[src/rtl/bfg_pkg.sv]
package bfg_pkg;

  // Number of candidate source clocks, addressed by two select bits.
  localparam int unsigned BFG_NSRC  = 4;
  localparam int unsigned BFG_SEL_W = 2;

  // Named source slots (index = 2*pin_sel + rate_sel).
  typedef enum logic [BFG_SEL_W-1:0] {
    SRC_SLOT0 = 2'd0,
    SRC_SLOT1 = 2'd1,
    SRC_SLOT2 = 2'd2,
    SRC_SLOT3 = 2'd3
  } bfg_src_e;

endpackage

[src/rtl/bfg_rst_sync.sv]
module bfg_rst_sync (
  input  logic clk,
  input  logic arst_n,
  output logic srst_n
);

  logic [1:0] sync_q;
  logic [1:0] sync_d;

  always_comb begin
    sync_d = {sync_q[0], 1'b1};
  end

  always_ff @(posedge clk or negedge arst_n) begin
    if (!arst_n) begin
      sync_q <= 2'b00;
    end else begin
      sync_q <= sync_d;
    end
  end

  assign srst_n = sync_q[1];

endmodule

[src/rtl/bfg_src_sel.sv]
module bfg_src_sel
  import bfg_pkg::*;
#(
  parameter int unsigned NSRC = BFG_NSRC
) (
  input  logic [NSRC-1:0] src_tick,
  input  logic            rate_sel,
  input  logic            pin_sel,
  output logic            sel_tick
);

  localparam int unsigned SEL_W = (NSRC > 1) ? $clog2(NSRC) : 1;

  bfg_src_e           src_idx;
  logic [NSRC-1:0]    hit;

  assign src_idx = bfg_src_e'({pin_sel, rate_sel});

  generate
    for (genvar g = 0; g < NSRC; g++) begin : g_hit
      assign hit[g] = src_tick[g] & (SEL_W'(src_idx) == SEL_W'(g));
    end
  endgenerate

  assign sel_tick = |hit;

endmodule

[src/rtl/bfg_clk_div.sv]
module bfg_clk_div #(
  parameter int unsigned DIV_W = 8
) (
  input  logic             clk,
  input  logic             srst_n,
  input  logic             run,
  input  logic             tick,
  input  logic [DIV_W-1:0] div,
  output logic             bclk,
  output logic             edge_now,
  output logic             edge_q,
  output logic             ok
);

  localparam int unsigned HW = DIV_W + 1;
  localparam logic [1:0]  OK_CNT = 2'd3;

  logic [DIV_W-1:0] cnt_q, cnt_d, cnt_inc;
  logic             on_q, on_d;
  logic             bclk_q, bclk_d;
  logic             edge_d;
  logic [1:0]       okc_q, okc_d;
  logic [HW-1:0]    hi_len;
  logic             pass;
  logic             en_cnt;

  // Length of the high phase: ceil((div+1)/2) ticks.
  assign hi_len  = ({1'b0, div} + HW'(2)) >> 1;
  assign pass    = (div == '0);
  assign cnt_inc = (cnt_q >= div) ? '0 : cnt_q + 1'b1;
  assign en_cnt  = run & tick;

  always_comb begin
    edge_now = en_cnt & (~on_q | (cnt_inc == '0));
  end

  always_comb begin
    cnt_d  = cnt_q;
    on_d   = on_q;
    bclk_d = bclk_q;
    if (!run) begin
      cnt_d  = '0;
      on_d   = 1'b0;
      bclk_d = 1'b0;
    end else if (tick) begin
      on_d   = 1'b1;
      cnt_d  = on_q ? cnt_inc : '0;
      bclk_d = ~on_q | pass | ({1'b0, cnt_inc} < hi_len);
    end else if (pass && on_q) begin
      bclk_d = 1'b0;
    end
  end

  always_comb begin
    edge_d = edge_now;
  end

  always_comb begin
    okc_d = okc_q;
    if (!run) begin
      okc_d = 2'd0;
    end else if (edge_now && (okc_q != OK_CNT)) begin
      okc_d = okc_q + 2'd1;
    end
  end

  always_ff @(posedge clk or negedge srst_n) begin
    if (!srst_n) begin
      cnt_q  <= '0;
      on_q   <= 1'b0;
      bclk_q <= 1'b0;
      edge_q <= 1'b0;
      okc_q  <= 2'd0;
    end else begin
      cnt_q  <= cnt_d;
      on_q   <= on_d;
      bclk_q <= bclk_d;
      edge_q <= edge_d;
      okc_q  <= okc_d;
    end
  end

  assign bclk = bclk_q;
  assign ok   = (okc_q == OK_CNT);

endmodule

[src/rtl/bfg_fs_periodic.sv]
module bfg_fs_periodic #(
  parameter int unsigned PER_W = 12,
  parameter int unsigned WID_W = 8
) (
  input  logic             clk,
  input  logic             srst_n,
  input  logic             gen_run,
  input  logic             fs_run,
  input  logic             edge_now,
  input  logic [PER_W-1:0] per,
  input  logic [WID_W-1:0] wid,
  output logic             fs_o
);

  localparam int unsigned CMP_W = (PER_W > WID_W) ? PER_W : WID_W;

  logic [PER_W-1:0] pos_q, pos_d, pos_nx;
  logic             act_q, act_d;
  logic             fs_q, fs_d;
  logic             live;

  assign live   = gen_run & fs_run;
  assign pos_nx = !act_q ? '0 : ((pos_q >= per) ? '0 : pos_q + 1'b1);

  always_comb begin
    pos_d = pos_q;
    act_d = act_q;
    fs_d  = fs_q;
    if (!live) begin
      pos_d = '0;
      act_d = 1'b0;
      fs_d  = 1'b0;
    end else if (edge_now) begin
      act_d = 1'b1;
      pos_d = pos_nx;
      fs_d  = (CMP_W'(pos_nx) <= CMP_W'(wid));
    end
  end

  always_ff @(posedge clk or negedge srst_n) begin
    if (!srst_n) begin
      pos_q <= '0;
      act_q <= 1'b0;
      fs_q  <= 1'b0;
    end else begin
      pos_q <= pos_d;
      act_q <= act_d;
      fs_q  <= fs_d;
    end
  end

  assign fs_o = fs_q;

endmodule

[src/rtl/bfg_fs_copy.sv]
module bfg_fs_copy (
  input  logic clk,
  input  logic srst_n,
  input  logic gen_run,
  input  logic edge_now,
  input  logic copy,
  output logic fs_o
);

  logic pend_q, pend_d;
  logic fs_q, fs_d;

  always_comb begin
    pend_d = pend_q;
    fs_d   = fs_q;
    if (!gen_run) begin
      pend_d = 1'b0;
      fs_d   = 1'b0;
    end else if (edge_now) begin
      fs_d   = pend_q | copy;
      pend_d = 1'b0;
    end else begin
      pend_d = pend_q | copy;
    end
  end

  always_ff @(posedge clk or negedge srst_n) begin
    if (!srst_n) begin
      pend_q <= 1'b0;
      fs_q   <= 1'b0;
    end else begin
      pend_q <= pend_d;
      fs_q   <= fs_d;
    end
  end

  assign fs_o = fs_q;

endmodule

[src/rtl/bitclk_fsync_gen.sv]
module bitclk_fsync_gen
  import bfg_pkg::*;
#(
  parameter int unsigned DIV_W = 8,
  parameter int unsigned PER_W = 12,
  parameter int unsigned WID_W = 8
) (
  input  logic                clk,
  input  logic                rst_n,
  input  logic [BFG_NSRC-1:0] src_tick,
  input  logic                rate_sel,
  input  logic                pin_sel,
  input  logic                gen_rst_n,
  input  logic                fs_rst_n,
  input  logic                fs_mode,
  input  logic [DIV_W-1:0]    div_val,
  input  logic [PER_W-1:0]    frame_per,
  input  logic [WID_W-1:0]    frame_wid,
  input  logic                xfer_copy,
  output logic                bclk,
  output logic                bclk_edge,
  output logic                fsx,
  output logic                clk_ok
);

  logic srst_n;
  logic sel_tick;
  logic edge_now;
  logic fs_per;
  logic fs_cpy;

  bfg_rst_sync u_rst_sync (
    .clk    (clk),
    .arst_n (rst_n),
    .srst_n (srst_n)
  );

  bfg_src_sel #(.NSRC(BFG_NSRC)) u_src_sel (
    .src_tick (src_tick),
    .rate_sel (rate_sel),
    .pin_sel  (pin_sel),
    .sel_tick (sel_tick)
  );

  bfg_clk_div #(.DIV_W(DIV_W)) u_clk_div (
    .clk      (clk),
    .srst_n   (srst_n),
    .run      (gen_rst_n),
    .tick     (sel_tick),
    .div      (div_val),
    .bclk     (bclk),
    .edge_now (edge_now),
    .edge_q   (bclk_edge),
    .ok       (clk_ok)
  );

  bfg_fs_periodic #(.PER_W(PER_W), .WID_W(WID_W)) u_fs_periodic (
    .clk      (clk),
    .srst_n   (srst_n),
    .gen_run  (gen_rst_n),
    .fs_run   (fs_rst_n),
    .edge_now (edge_now),
    .per      (frame_per),
    .wid      (frame_wid),
    .fs_o     (fs_per)
  );

  bfg_fs_copy u_fs_copy (
    .clk      (clk),
    .srst_n   (srst_n),
    .gen_run  (gen_rst_n),
    .edge_now (edge_now),
    .copy     (xfer_copy),
    .fs_o     (fs_cpy)
  );

  assign fsx = fs_mode ? fs_per : fs_cpy;

endmodule

[config.mk]
export PLATFORM = sky130hd
export DESIGN_NAME = bitclk_fsync_gen
export DESIGN_NICKNAME = d
export VERILOG_FILES = /design/src/rtl/bfg_pkg.sv /design/src/rtl/bfg_rst_sync.sv /design/src/rtl/bfg_src_sel.sv /design/src/rtl/bfg_clk_div.sv /design/src/rtl/bfg_fs_periodic.sv /design/src/rtl/bfg_fs_copy.sv /design/src/rtl/bitclk_fsync_gen.sv
export SDC_FILE = /design/constraint.sdc
export NUM_CORES = 1
export LEC_CHECK = 0
export CAP_MARGIN = 5
export CORE_MARGIN = 2
export CORE_UTILIZATION = 50
export CTS_CLUSTER_SIZE = 20
export DETAILED_ROUTE_END_ITERATION = 10
export DONT_BUFFER_PORTS = 1
export GPL_TIMING_DRIVEN = 1
export PLACE_DENSITY = 0.68
export SLEW_MARGIN = 20
export SYNTH_ARGS = -nofsm -noshare
export SYNTH_HDL_FRONTEND = slang
export SYNTH_SLANG_ARGS = --single-unit
[constraint.sdc]
create_clock -name clk -period 0.9 [get_ports clk]
set_input_delay 0.045 -clock clk [delete_from_list [all_inputs] [get_ports clk]]
set_output_delay 0.045 -clock clk [all_outputs]
set_load 0.05 [all_outputs]
Word-level counts from Yosys, hierarchy flattened
Index checks and enable logic that the tools add are counted.
Widths: inputs -> output; s select.
Cells by class
  shifts and indexed selects: 0
  order comparisons: 4
  multiplexer cells: 24
  equality and inequality tests: 10
  multiply operators: 0
  reduce and logical (&&, ||, !) cells: 6
  add/subtract/negate cells: 4
  bitwise logic cells: 12
  divide/modulo/power cells: 0
Operator list (count)
  $mux 12: 4
  $mux 8: 4
  $logic_not 8->1: 2
  $mux 1: 14
  $add 12x1->12 const B: 1
  $ge 12x12->1: 1
  $le 12x8->1: 1
  $add 8x2->9 const B: 1
  $add 8x1->8 const B: 1
  $ge 8x8->1: 1
  $lt 8x8->1: 1
  $and 1x1->1: 7
  $eq 2x2->1 const B: 3
  $ne 2x1->1 const B: 3
  $mux 2: 2
  $ne 2x2->1 const B: 2
  $or 1x1->1: 4
  $reduce_or 4->1: 1
  $ne 3x1->1 const B: 1
  $add 2x1->2 const B: 1
  $eq 2x1->1 const B: 1
  $logic_and 1x1->1: 2
  $logic_not 2->1: 1
  $not 1->1: 1
Storage, ports and cells
  latch bits: 0
  memory bits (read-only): 0
  word-level logic and storage cells: 71
  memories kept: 0
  register bits after elaboration: 31
  input bits: 40
  memory bits (writable): 0
  output and inout bits: 4

Logic depth before layout (Yosys ltp)
Gate-level depths: netlist (run 1).
  depth in word-level cells: 8
  mapped depth: 14
  gate-level depth less buffers: 14

Modules after synthesis
Synthesis (run 1) repeated with hierarchy kept, for this count alone.
Unflattened totals
  cells, all modules: 346
  area, all modules: 2904.0 um^2
Modules (own cells, without submodules)
  bfg_fs_periodic: area each 1371.3 um^2, cells each 167, times used 1, seq. area each 350.3 um^2
  bfg_clk_div: area each 1370.1 um^2, cells each 168, times used 1, seq. area each 325.3 um^2
  bfg_fs_copy: area each 71.3 um^2, cells each 6, times used 1, seq. area each 50.0 um^2
  bfg_rst_sync: area each 53.8 um^2, cells each 3, times used 1, seq. area each 50.0 um^2
  bfg_src_sel: area each 22.5 um^2, cells each 1, times used 1, seq. area each 0.0 um^2
  bitclk_fsync_gen: area each 15.0 um^2, cells each 1, times used 1, seq. area each 0.0 um^2

Least setup slack after synthesis (run 1)
OpenSTA, ideal clock, no wires.
  kind: flip-flop to flip-flop
  start: register u_fs_periodic.pos_q[5]
  end: register u_fs_periodic.fs_q, in the netlist u_fs_periodic.fs_o
  clock period less this slack: 2.915 ns
  library setup time: 0.082 ns
  setup slack: -2.015 ns
  cell stages (with the launch flop): 14
  data arrival time: 2.832 ns
  path buffers: 0
  required time: 0.818 ns
  path through: dfrtp_1 -> ha_1 -> a21o_1 -> a221oi_1 -> o21ai_1 -> a21oi_1 -> and2_1 -> ha_1 -> nor2b_1 -> o211ai_1 -> a21oi_1 -> a211oi_1 -> o22ai_1 -> o22ai_1
Between the ends
  cells in the longest elaborated chain, start to end: 6
  elaborated cells on any way between the ends: 7
  classes of those cells: 1 x add/sub; 2 x order compare; 4 x mux
RTL lines
  start, declared: line bfg_fs_periodic.sv:17  | logic [PER_W-1:0] pos_q, pos_d, pos_nx;
  start signal, assigned: line bfg_fs_periodic.sv:46  | pos_q <= pos_d;
  $add 12x1->12 / $ge 12x12->1 (equally long branches): line bfg_fs_periodic.sv:23  | assign pos_nx = !act_q ? '0 : ((pos_q >= per) ? '0 : pos_q + 1'b1);
  $mux 12 * (2 in a row): line bfg_fs_periodic.sv:23
  $le 12x8->1 *: line bfg_fs_periodic.sv:36  | fs_d = (CMP_W'(pos_nx) <= CMP_W'(wid));
  $mux 1 *: line bfg_fs_periodic.sv:33  | end else if (edge_now) begin
  $mux 1 *: line bfg_fs_periodic.sv:29  | if (!live) begin
  end signal, assigned: line bfg_fs_periodic.sv:48  | fs_q <= fs_d;
  end, declared: line bfg_fs_periodic.sv:19  | logic fs_q, fs_d;
Every way passes the cells marked *; elsewhere a longest branch is shown, timed or not. The select of a mux whose other input is x is not followed.
A chain may end at the register's enable or synchronous reset.

Worst setup path after layout (run 1)
  start: register u_clk_div.cnt_q[1]
  end: register u_clk_div.bclk_q, in the netlist u_clk_div.bclk
Between the ends
  cells in the longest elaborated chain, start to end: 6
  elaborated cells on any way between the ends: 7
  classes of those cells: 1 x add/sub; 2 x order compare; 3 x mux; 1 x bitwise
RTL lines
  start, declared: line bfg_clk_div.sv:18  | logic [DIV_W-1:0] cnt_q, cnt_d, cnt_inc;
  start signal, assigned: line bfg_clk_div.sv:75  | cnt_q <= cnt_d;
  $add 8x1->8 / $ge 8x8->1 (equally long branches): line bfg_clk_div.sv:30  | assign cnt_inc = (cnt_q >= div) ? '0 : cnt_q + 1'b1;
  $mux 8 *: line bfg_clk_div.sv:30
  $lt 8x8->1 *: line bfg_clk_div.sv:48  | bclk_d = ~on_q | pass | ({1'b0, cnt_inc} < hi_len);
  $or 1x1->1 *: line bfg_clk_div.sv:48
  $mux 1 *: line bfg_clk_div.sv:45  | end else if (tick) begin
  $mux 1 *: line bfg_clk_div.sv:41  | if (!run) begin
  end signal, assigned: line bfg_clk_div.sv:77  | bclk_q <= bclk_d;
  end, declared: line bfg_clk_div.sv:20  | logic bclk_q, bclk_d;
Every way passes the cells marked *; elsewhere a longest branch is shown, timed or not.

==> results of run 1 <==
-- power by group through the flow --
| stage | clock network (uW) | logic, uW | registers [uW] |
|---|---|---|---|
| after floorplan | 0 | 540 | 1540 |
| after global placement | 0 | 906 | 1500 |
| after detailed placement | 0 | 930 | 1500 |
| after CTS | 1100 | 1040 | 1480 |
| after global routing | 1170 | 1230 | 1480 |
| final | 1080 | 1140 | 1480 |
-- kinds of logic after synthesis --
group / count (synthesis) / share of synthesized area (%)
buf+inv: 50 / 7.139
fa+ha+maj: 39 / 16.57
compound gates: 84 / 21.25
xor+xnor: 19 / 5.652
other cells: 1 / 0.1274
flops: 31 / 26.35
simple gates: 115 / 19.68
mux: 8 / 3.230
-- routing by layer --
metal / GRT usage (%) / routed length [um] / vias up
li1: - / - / 1498
met1: 33.45 / 3586 / 1492
met2: 52.25 / 4798 / 105
met3: 5.444 / 497 / 25
met4: 7.458 / 227 / 0
met5: 0 / 0 / -
-- final timing paths --
check                                       end  slack, ps  cells past startpoint
hold / removal                 u_clk_div.edge_q         30                      3
min in group asynchronous    u_clk_div.cnt_q[2]         90                      0
setup / recovery                 u_clk_div.bclk      -2000                     12
hold reg to reg              u_clk_div.cnt_q[2]         90                      0
max in group asynchronous  u_rst_sync.sync_q[1]        240                      2
setup reg to reg                 u_clk_div.bclk      -2000                     12
-- what timing repair did --
action	in CTS	in global routing
cloned	1	0
hold endpoints to repair	5	0
setup endpoints to repair	31	32
pin swaps	24	18
buffers inserted	10	7
hold buffers	4	0
resized for setup	40	28
-- Yosys cell counts (all sizes together), types with 2 or more instances --
| cell | count |
|---|---|
| ha | 39 |
| a32o | 9 |
| a22o | 7 |
| and3 | 3 |
| and2 | 3 |
| a21o | 9 |
| nor3 | 13 |
| nand3 | 21 |
| o21a | 3 |
| a31oi | 3 |
| o2111ai | 2 |
| o22ai | 8 |
| nand2b | 2 |
| inv | 37 |
| nor2b | 6 |
| or2 | 2 |
| mux2 | 2 |
| nor2 | 30 |
| a211oi | 3 |
| dfrtp | 31 |
| clkbuf | 5 |
| nor4 | 6 |
| nand4 | 6 |
| o211ai | 5 |
| mux2i | 5 |
| o21ai | 5 |
| xnor2 | 11 |
| a21oi | 20 |
| nand2 | 19 |
| buf | 8 |
| xor2 | 8 |
-- registers in the layout, summed over array words and instances, names as in the netlist --
register / cells
u_clk_div.okc_q: 2
u_clk_div.bclk: 1
u_clk_div.on_q: 1
u_fs_periodic.act_q: 1
u_rst_sync.sync_q: 2
u_clk_div.edge_q: 1
u_clk_div.cnt_q: 8
u_fs_copy.fs_o: 1
u_fs_periodic.pos_q: 12
u_fs_periodic.fs_o: 1
u_fs_copy.pend_q: 1
-- layout make-up --
class | instances | area (um2) | area share (%)
tap | 72 | 90.09 | 2.018
multi-input combinational | 266 | 2362 | 52.91
clock inverter | 1 | 5.005 | 0.1121
sequential | 31 | 777.0 | 17.40
timing repair buffer | 122 | 1015 | 22.73
clock buffer | 7 | 76.32 | 1.710
inverter | 37 | 138.9 | 3.111
-- critical path: stages, from the launching register on --
cell,delay [ps]
dfrtp_1,420
ha_4,240
nor2b_4,120
o211a_1,290
o311ai_4,330
nand2_2,160
nor2_2,120
ha_1,230
o21a_1,170
o21a_1,170
o211ai_1,210
nor2_1,80
nor4_1,270
-- per-stage QoR --
stage                     power (uW)  area [um2]  instances  setup WS [ps]
after floorplan                 2082        3110        347          -1830
after global placement          2404        3871        507          -1869
after detailed placement        2430        3871        507          -1948
after CTS                       3620        4255        530          -1861
after global routing            3880        4464        536          -2140
final                           3695        4464        536          -1996
==> flow_summary.json, run 1 <==
{
  "clk_pin_slew_worst_paths_ps": 60,
  "period_share_pct": 321.7,
  "worst_setup_path_start_kind": "register",
  "first_pass_iters": 4,
  "antenna_cells": 0,
  "fmax_ghz": 0.3453,
  "yosysSeqAreaShare_pct": 26.35,
  "period_minus_slack_ps": 2896,
  "final_cell_mix": "97 x buf_4, 36 x inv_1, 30 x ha_1, 30 x dfrtp_1, 21 x nor2_1",
  "ios": 44,
  "synth.avg_cell_area_um2": 8.484,
  "power_density_nw_per_um2": 827.7,
  "die_h_um": 80.74,
  "syn_nets": 426,
  "start_util_pct": 52.50,
  "grtUsageTotal_pct": 28.27,
  "die_width_um": 80.74,
  "finalSetupTns_ps": -41520,
  "setup_ws_ps": -1996,
  "synthTopCellsByArea": "dfrtp_1 26%, ha_1 17%, inv_1 4.6%, nor2_1 3.8%, nand3_1 3.6%",
  "die_area_um2": 6518,
  "post-synth-top-area-cell": "dfrtp_1",
  "root_buffer": "clkbuf_8",
  "vias": 3120,
  "fin_util_pct": 79.61,
  "overflow": 0,
  "netlist_area_um2": 2944,
  "p_int_uw": 2545,
  "min_from": "gen_rst_n",
  "vias_per_cell": 5.821,
  "rsz0062_at_grt": "yes",
  "grt_pass1_vias": 3214,
  "setup_viol": 31,
  "antenna_found_initial": 0,
  "synth_top_area_share_pct": 26.35,
  "cts_tree": "yes",
  "peakVddDrop_uv": 753.5,
  "gp_congestion": 0.8641,
  "detail-route-antenna-nets": 0,
  "crit_start": "u_clk_div.cnt_q[1]",
  "syn_inst": 347,
  "critical_path_class": "reg2reg",
  "p_sw_uw": 1150,
  "grt_max_degree": 25,
  "max_cap_viol_count": 0,
  "portBuffers": 0,
  "drc": 0,
  "dp_hpwl_mm": 6.516,
  "total_leakage_power_uw": 0.002144,
  "cp-end-kind": "register",
  "fin_nets": 542,
  "holdWs_ps": 26.87,
  "switching_share_pct": 31.11,
  "p_comb_share_pct": 30.8,
  "yosys_warnings": 0,
  "crit_required_ps": 1080,
  "wire_per_inst_um": 16.99,
  "yosys_register_bits": 31,
  "wl_mm": 9.109,
  "async_reset_ff_share_pct": 100.0,
  "grt_pass1_wl_mm": 14.35,
  "clock_skew_ps": 14.81,
  "htreeDepth": 2,
  "layout-drive-gt1-share_pct": 40.73,
  "cts_buffers": 5,
  "ys.flop_type": "dfrtp_1",
  "slew_viol_final": 0,
  "crit_arrival_ps": 3080,
  "area_growth_pct": 51.64,
  "cts_sinks": 31,
  "synth.distinct_cells": 57,
  "synth-edff-count": 0,
  "clock_path_buffers": 2,
  "num_rows": 27,
  "power_frac_clock_pct": 29.3,
  "pwr-share-seq_pct": 40.0,
  "violations": "setup timing",
  "outcome": "finished, violations left",
  "drtIter0Drc": 186,
  "path_max_fanout": 4,
  "r2r_start": "u_clk_div.cnt_q[1]",
  "clock_latency_ps": 290,
  "final_common_cell": "buf_4",
  "worstHoldPathType": "in2reg",
  "core_area_um2": 5608,
  "n_fill_cell": 372,
  "hold_violations": 0
}
(Power assumes the default switching activity.)
==> run 2, diff against run 1 <==
PLACE_DENSITY = not set   (was 0.68)
clock period = 3.4 ns   (was 0.9 ns; I/O delays follow)
==> flow_summary.json, run 2 (synthesized netlist as in run 1, its figures left out) <==
{
  "whs_endpoint": "u_clk_div.okc_q[1]",
  "dpl_cell_area_um2": 3038,
  "total_leakage_power_uw": 0.001540,
  "hold_violations": 0,
  "clock_path_buffers": 2,
  "period_minus_slack_ps": 2997,
  "overflow": 0,
  "worstHoldPathType": "in2reg",
  "cts_buffers": 5,
  "grt_pass1_vias": 2558,
  "cts_resized": 0,
  "start_util_pct": 52.50,
  "drtIter0Drc": 132,
  "vias": 2556,
  "grtUsageTotal_pct": 24.28,
  "setup_viol": 0,
  "num_rows": 27,
  "rsz0062_at_grt": "no",
  "final_cell_mix": "39 x ha_1, 36 x inv_1, 31 x dfrtp_1, 30 x nor2_1, 21 x nand3_1",
  "relSlewSlack_pct": 37.57,
  "gp_congestion": 0.8991,
  "antenna_found_initial": 0,
  "finalSetupTns_ps": 0,
  "crit_arrival_ps": 3190,
  "p_total_uw": 852.8,
  "clk_pin_slew_worst_paths_ps": 70,
  "dp_hpwl_mm": 5.630,
  "fin_cells": 425,
  "cts-hold-fix-buffers": 1,
  "final_common_cell": "ha_1",
  "area_growth_pct": 6.375,
  "clock_latency_ps": 280,
  "htreeDepth": 2,
  "wl_mm": 7.104,
  "wire_per_inst_um": 16.72,
  "largest_reg_flops": 12,
  "top_regs": "u_fs_periodic.pos_q (12), u_clk_div.cnt_q (8)",
  "clock_skew_ps": 8.494,
  "power_density_nw_per_um2": 272.3,
  "detail-route-antenna-nets": 0,
  "cp-end-kind": "register",
  "worstPathCellList": "ha_1 > a21o_1 > a221oi_1 > o21ai_1 > a21oi_1 > and2_1 > ha_1 > nor2b_1 > o211ai_1 > a21oi_1 > a211oi_1 > o22ai_1 > o22ai_1",
  "worst_setup_path_start_kind": "register",
  "period_share_pct": 88.16,
  "antenna_cells": 0,
  "reg2reg_to": "u_fs_periodic.fs_o",
  "cts_tree": "yes",
  "slowest_stage": "dfrtp_1",
  "r2r_cells": 13,
  "fin_util_pct": 55.85,
  "core_area_um2": 5608,
  "r2r_start": "u_fs_periodic.pos_q[5]",
  "fin_area_um2": 3132,
  "worst-r2r-setup-slack_ps": 400,
  "drc": 0,
  "die_h_um": 80.74,
  "die_width_um": 80.74,
  "root_buffer": "clkbuf_8",
  "dp.cells": 416,
  "fin_nets": 431,
  "max_cap_viol_count": 0,
  "path_max_fanout": 7,
  "worstMarginPinSlew_ps": 936.5,
  "min_from": "gen_rst_n",
  "crit_buf_inv": 0,
  "portBuffers": 0,
  "crit_family": "compound AO/OA/AOI/OAI gates",
  "outcome": "completed",
  "hold_depth": 2,
  "grt_pass1_wl_mm": 12.14,
  "slew_viol_final": 0,
  "regMostFlops": "u_fs_periodic.pos_q",
  "grt_max_degree": 23,
  "cts_setup_buffers": 0,
  "layout-drive-gt1-share_pct": 8.215,
  "die_area_um2": 6518,
  "vias_per_cell": 6.014,
  "ios": 44,
  "peakVddDrop_uv": 200.2,
  "critical_path_class": "reg2reg",
  "cts_sinks": 31,
  "crit_required_ps": 3590,
  "slowest_delay_ps": 460,
  "first_pass_iters": 7,
  "fmax_ghz": 0.3336
}
run 2: worst register-to-register path: stages, from the launching register on:
cell and delay, ps:
dfrtp_1 460, ha_1 320, a21o_1 180, a221oi_1 290, o21ai_1 140, a21oi_1 220, and2_1 170, ha_1 240
nor2b_1 140, o211ai_1 160, a21oi_1 90, a211oi_1 220, o22ai_1 100, o22ai_1 180
run 2: worst max path at each step:
stage | depth (start not counted) | to | startpoint | slack [ps]
after CTS | 13 | u_fs_periodic.fs_o | u_fs_periodic.pos_q[5] | 390
after global placement | 12 | u_clk_div.bclk | u_clk_div.cnt_q[1] | 440
final | 13 | u_fs_periodic.fs_o | u_fs_periodic.pos_q[5] | 400
after floorplan | 13 | u_fs_periodic.fs_o | u_fs_periodic.pos_q[5] | 490
after detailed placement | 13 | u_fs_periodic.fs_o | u_fs_periodic.pos_q[5] | 400
after global routing | 12 | u_clk_div.bclk | u_clk_div.cnt_q[1] | 120
run 2: area by class of cell:
cell class / count / area, um2
Tap cell: 72 / 90.09
Sequential cell: 31 / 775.7
Timing Repair Buffer: 11 / 85.08
Clock inverter: 3 / 15.01
Fill cell: 557 / 2476
Clock buffer: 5 / 68.82
Multi-Input combinational cell: 266 / 1958
Inverter: 37 / 138.9
run 2: power by group:
group          switching [uW]  internal, uW
Sequential               22.5           382
Combinational            97.3          66.4
Clock                     145           140
run 2: layer usage:
metal / GRT usage [%] / wire length, um / up-vias
met3: 4.111 / 263 / 6
li1: - / - / 1281
met1: 29.33 / 3037 / 1216
met5: 0 / 0 / -
met2: 44.17 / 3726 / 53
met4: 7.288 / 76 / 0
run 2: stage by stage:
step / setup slack, ps / hold WS, ps
6_report: 402.6 / 37.11
5_1_grt: 118.4 / 17.52
4_1_cts: 387.0 / 28.29
3_5_place_dp: 398.8 / -125.5
3_3_place_gp: 438.9 / -125.5
2_1_floorplan: 485.2 / -125.6
